==> src/rtl/keyseq_wdog.sv <==
module keyseq_wdog #(
  parameter int          PRE_BITS = 13,
  parameter int          DW       = 8,
  parameter logic [DW-1:0] KEY_ARM  = 8'h55,
  parameter logic [DW-1:0] KEY_DONE = 8'hAA
) (
  input  logic          clk,
  input  logic          rst,
  input  logic [2:0]    rate_sel,
  input  logic          wr_en,
  input  logic          svc_sel,
  input  logic [DW-1:0] wr_data,
  output logic [DW-1:0] rd_data,
  output logic          wdog_rst
);
  // Longest chain is 2^10 prescaler periods; one extra bit for the limit itself.
  localparam int MAX_SH = 10;
  localparam int CW     = MAX_SH + 1;

  logic [PRE_BITS-1:0] pre_q;
  logic [CW-1:0]       cnt_q;
  logic                armed_q;
  logic                pulse_q;
  logic [3:0]          sh;
  logic [CW-1:0]       lim;

  always_comb begin
    case (rate_sel)
      3'd1:    sh = 4'd0;
      3'd2:    sh = 4'd2;
      3'd3:    sh = 4'd4;
      3'd4:    sh = 4'd6;
      3'd5:    sh = 4'd8;
      3'd6:    sh = 4'd9;
      default: sh = 4'd10;
    endcase
  end

  assign lim = CW'(1) << sh;

  wire en      = (rate_sel != 3'd0);
  wire tick    = &pre_q;
  wire svc_wr  = wr_en & svc_sel;
  wire key_arm = svc_wr && (wr_data == KEY_ARM);
  wire key_end = svc_wr && (wr_data == KEY_DONE);
  wire bad_wr  = svc_wr && !key_arm && !key_end;
  wire done    = key_end && armed_q;
  wire tmo     = en && tick && (cnt_q >= lim);
  wire fire    = tmo || (en && bad_wr);

  always_ff @(posedge clk) begin
    if (rst) begin
      pre_q   <= '0;
      cnt_q   <= '0;
      armed_q <= 1'b0;
      pulse_q <= 1'b0;
    end else begin
      pre_q   <= pre_q + 1'b1;
      pulse_q <= fire;
      if (fire || done || !en) cnt_q <= '0;
      else if (tick)           cnt_q <= cnt_q + 1'b1;
      if (fire || done)        armed_q <= 1'b0;
      else if (key_arm)        armed_q <= 1'b1;
    end
  end

  assign wdog_rst = pulse_q;
  assign rd_data  = '0;

  p_bad_key_r6: assert property (@(posedge clk) disable iff (rst)
    (svc_wr && en && (wr_data != KEY_ARM) && (wr_data != KEY_DONE)) |=> wdog_rst);

  p_complete_r2: assert property (@(posedge clk) disable iff (rst)
    (key_end && armed_q) |=> (cnt_q == '0 && !armed_q));

  p_rearm_r5: assert property (@(posedge clk) disable iff (rst)
    (armed_q && key_arm && !tmo) |=> armed_q);

  p_stray_key_r4: assert property (@(posedge clk) disable iff (rst)
    (key_end && !armed_q && !tmo) |=> !wdog_rst);

  p_quiet_r9: assert property (@(posedge clk) disable iff (rst)
    (rate_sel == 3'd0) |=> !wdog_rst);

  p_clear_r10: assert property (@(posedge clk) disable iff (rst)
    wdog_rst |-> (cnt_q == '0 && !armed_q));

  p_foreign_r3: assert property (@(posedge clk) disable iff (rst)
    (wr_en && !svc_sel && armed_q && !tmo) |=> armed_q);
endmodule

==> config.mk <==
export PLATFORM = sky130hd
export DESIGN_NAME = keyseq_wdog
export DESIGN_NICKNAME = d
export VERILOG_FILES = /design/src/rtl/keyseq_wdog.sv
export SDC_FILE = /design/constraint.sdc
export NUM_CORES = 1
export LEC_CHECK = 0
export ABC_AREA = 0
export CORE_MARGIN = 5
export CORE_UTILIZATION = 35
export DETAILED_ROUTE_END_ITERATION = 10
export PLACE_DENSITY = 0.6
export SYNTH_ARGS = -nofsm -noshare
export SYNTH_HDL_FRONTEND = slang
export SYNTH_SLANG_ARGS = --single-unit
==> constraint.sdc <==
create_clock -name clk -period 3.3 [get_ports clk]
set_input_delay 0.495 -clock clk [delete_from_list [all_inputs] [get_ports clk]]
set_output_delay 0.495 -clock clk [all_outputs]
set_load 0.01 [all_outputs]
==> qor_table.md <==
| Result | Reported |
|---|---|
| Status | finished, final reports clean |
| PortBufs | 15 |
| Die Span Y | 79.4 um |
| Latest clock arrival within the worst-skew pair | 260 ps |
| WL per Instance | 11.7 um |
| Inserted Clock Buffers | 3 |
| Post-synthesis cell count | 174 |
| Effective utilization at floorplan | 35.9% |
| Power dissipated by switching net loads | 0.125 mW |
| Antenna violations before repair | 0 |
| Count of nets left with antenna violations after detail routing | 0 |
| Global placer's final weighted congestion | 0.696 |
| Max-cap violation count | 0 |
| Number of clock sinks | 26 |
| Net Sw Frac | 22.6% |
| Post-cts gate resize count | 0 |
| Share of the yosys chip area belonging to registers | 30.9% |
| Number of flip-flops and latches in the synthesized netlist | 26 |
| Worst Setup End Kind | flip-flop |
| Cell chosen for the clock root | clkbuf_8 |
| Final critical path time including I/O delays and setup | 2670 ps |
| Crit Path Class | in -> reg |
| Internal power | 0.429 mW |
| Highest achievable clock rate | 0.375 GHz |
| Final setup violation count | 0 |
| Worst min-delay path category | reg -> reg |
| Portion of total power attributed to combinational logic | 11.4% |
| Total Negative Setup Slacks | 0 ps |
| Clock Pin Slew Worst Setup and Hold Paths | 80 ps |
| Final Max Tran Viols | 0 |
| Reg-to-reg critical path startpoint | cnt_q[0] |
| Netlist cell types | 44 |
| Wl on met1 | 1350 um |
| Yosys synthesis warning count | 0 |
| Post-Syn Area | 0.00169 mm^2 |
| Growth of design area from synthesis to finish | 12.5% |
| Routed WL | 2880 um |
| Utilization after layout | 40.5% |
| Remaining routing DRC violations | 0 |
| Share of post-route cells with drive strength above 1 | 14.1% |
| Number of global-route vias before repair | 1164 |
| Area of the die | 0.00631 mm^2 |
| N_diodes | 0 |
| Via-to-Cell Ratio | 4.87 |
| GRT Total Usage | 9.87% |
| Static leakage | 0.768 nW |
| TritonCTS clock tree | done |
| Highest routed layer | met4 |
| Fin cells | 245 |
| Die boundary width | 79.4 um |
| Total congestion overflow after global routing | 0 |
| DP Wirelength | 2300 um |
| Endpoints failing hold | 0 |
| Worst vdd ir | 182 uV |
| H-Tree Depth | 1 |
| First DRT Iteration DRCs | 42 |
| Final period utilization | 80.8% |
| CP Data Required Time | 3490 ps |
| Iteration count of the initial detailed-routing pass | 4 |
| Data arrival at the endpoint of the critical path | 2850 ps |
| Top-level I/O count | 24 |
| Area of the core region | 0.00469 mm^2 |
| Count of buffers added by post-CTS timing repair for setup | 0 |
| Met2 routed WL | 1430 um |
| Number of nets at the end of the flow | 221 |
| Origin of the worst min-delay path | pre_q[0] |
| Clock power frac | 31.0% |
| Pin count of the biggest net entering global routing | 16 |
| Total placed cells including tap cells | 242 |
| Hold-fix buffers, CTS | 0 |
| Sort of element at the start of the critical path | primary input |
| Flop pwr share | 57.6% |
| Worst clock skew on the final layout | 2.54 ps |
| Row Count | 25 |
| Maximum fanout encountered on the critical timing path | 13 |
| Critical path startpoint | rate_sel[1] |
| Clock buffer depth | 2 |
| Total length of routed met3 wires | 85 um |
| Power Density | 292 mW/mm^2 |
| Average footprint of a synthesized cell | 9.69 um^2 |
| Vias | 1194 |
| Global-route wire length before repair | 5110 um |
| RSZ-0062 raised after global routing | false |
[synthesized netlist by cell type]
cell / n / area (um^2)
buf_2: 1 / 5.00
nand4bb_1: 2 / 22.5
a211oi_1: 2 / 15.0
o21ai_0: 1 / 5.00
a31oi_1: 2 / 12.5
and3_1: 5 / 31.3
or3b_2: 1 / 8.76
o2bb2ai_2: 1 / 15.0
nand2b_1: 2 / 12.5
nand2_1: 12 / 45.0
and4_1: 1 / 8.76
dfxtp_1: 26 / 521
xnor2_1: 8 / 70.1
or3_1: 1 / 6.26
nor3b_1: 1 / 7.51
nor2b_1: 2 / 12.5
a21oi_1: 4 / 20.0
nand4_1: 6 / 37.5
inv_1: 1 / 3.75
nand3b_1: 3 / 22.5
nor3_1: 1 / 5.00
nor4_2: 1 / 12.5
buf_12: 1 / 20.0
nor2_1: 18 / 67.6
a2111o_1: 1 / 11.3
a21o_1: 1 / 7.51
a41oi_1: 1 / 8.76
ha_1: 13 / 163
nor3_2: 11 / 110
o311a_4: 1 / 21.3
and2_1: 1 / 6.26
xor2_1: 13 / 114
nor4_4: 2 / 42.5
mux2i_1: 1 / 10.0
clkbuf_1: 2 / 7.51
nand3_2: 1 / 10.0
buf_4: 9 / 67.6
nand3_4: 1 / 17.5
and4b_1: 1 / 10.0
nand4_2: 1 / 12.5
nand3_1: 7 / 35.0
conb_1: 2 / 7.51
nand4_4: 1 / 21.3
nor3_4: 1 / 16.3
[power by group through the flow]
stage / clock network (mW) / logic, mW / registers, mW
final: 0.172 / 0.0632 / 0.319
after detailed placement: 0 / 0.0633 / 0.327
after global routing: 0.205 / 0.0722 / 0.320
after floorplan: 0 / 0.0433 / 0.327
after CTS: 0.185 / 0.0638 / 0.320
after global placement: 0 / 0.0633 / 0.327
[logic make-up after synthesis]
group,count (synthesis),synth area share (%)
adders and majority gates,13,9.64
buffers and inverters,14,6.16
AOI/OAI and AO/OA,14,6.90
other,2,0.445
xor gates and xnor gates,21,10.9
DFF,26,30.9
muxes,1,0.593
and+or+nand+nor,83,34.5
[through the flow]
| stage | hold slack [ps] | setup WS (ps) | power (mW) | cell area [um^2] |
|---|---|---|---|---|
| detailed placement | 432 | 344 | 0.390 | 1860 |
| global placement | 426 | 398 | 0.390 | 1860 |
| floorplan | 413 | 861 | 0.370 | 1720 |
| CTS | 444 | 644 | 0.568 | 1900 |
| global route | 477 | 487 | 0.598 | 1900 |
| finish | 439 | 635 | 0.554 | 1900 |
[worst paths after layout]
| check | end | cells after the start | slack, ps |
|---|---|---|---|
| max | armed_q | 7 | 630 |
| min | pre_q[0] | 1 | 440 |
| max reg2reg | armed_q | 7 | 1490 |
| min reg2reg | pre_q[0] | 1 | 440 |
[per-layer routing]
metal	vias to the layer above	GRT usage, %
met2	12	16.4
met5	-	0
met4	0	2.58
met1	542	13.3
li1	638	-
met3	2	1.35
[registers in the layout, summed over array words and instances (netlist names)]
signal and cells:
cnt_q 11, wdog_rst 1, pre_q 13, armed_q 1
[final cells by class]
| class | instances | area (um^2) |
|---|---|---|
| Clock buffer | 3 | 41.3 |
| Fill cell | 481 | 2790 |
| Inverter | 1 | 3.75 |
| Multi-Input combinational cell | 144 | 1100 |
| Sequential cell | 26 | 520 |
| Tap cell | 54 | 67.6 |
| Timing Repair Buffer | 17 | 165 |
[critical path, cell delays in order]
cell,delay [ps]
clkdlybuf4s50_1,600
or3b_2,490
ha_1,310
a21oi_1,150
a211oi_1,100
o311a_4,480
a211oi_1,240
[cells in the final DEF, fill, tap and decap left out, types with 3 or more instances in the layout]
| master | count |
|---|---|
| nand3b_1 | 3 |
| nor2_1 | 18 |
| conb_1 | 12 |
| nand2_1 | 12 |
| nor3_2 | 11 |
| and3_1 | 5 |
| ha_1 | 13 |
| clkbuf_8 | 3 |
| nand3_1 | 7 |
| a21oi_1 | 4 |
| nand4_1 | 6 |
| dfxtp_1 | 26 |
| clkdlybuf4s50_1 | 15 |
| xor2_1 | 13 |
| xnor2_1 | 8 |
No activity file was read; power rests on OpenSTA's default activity.
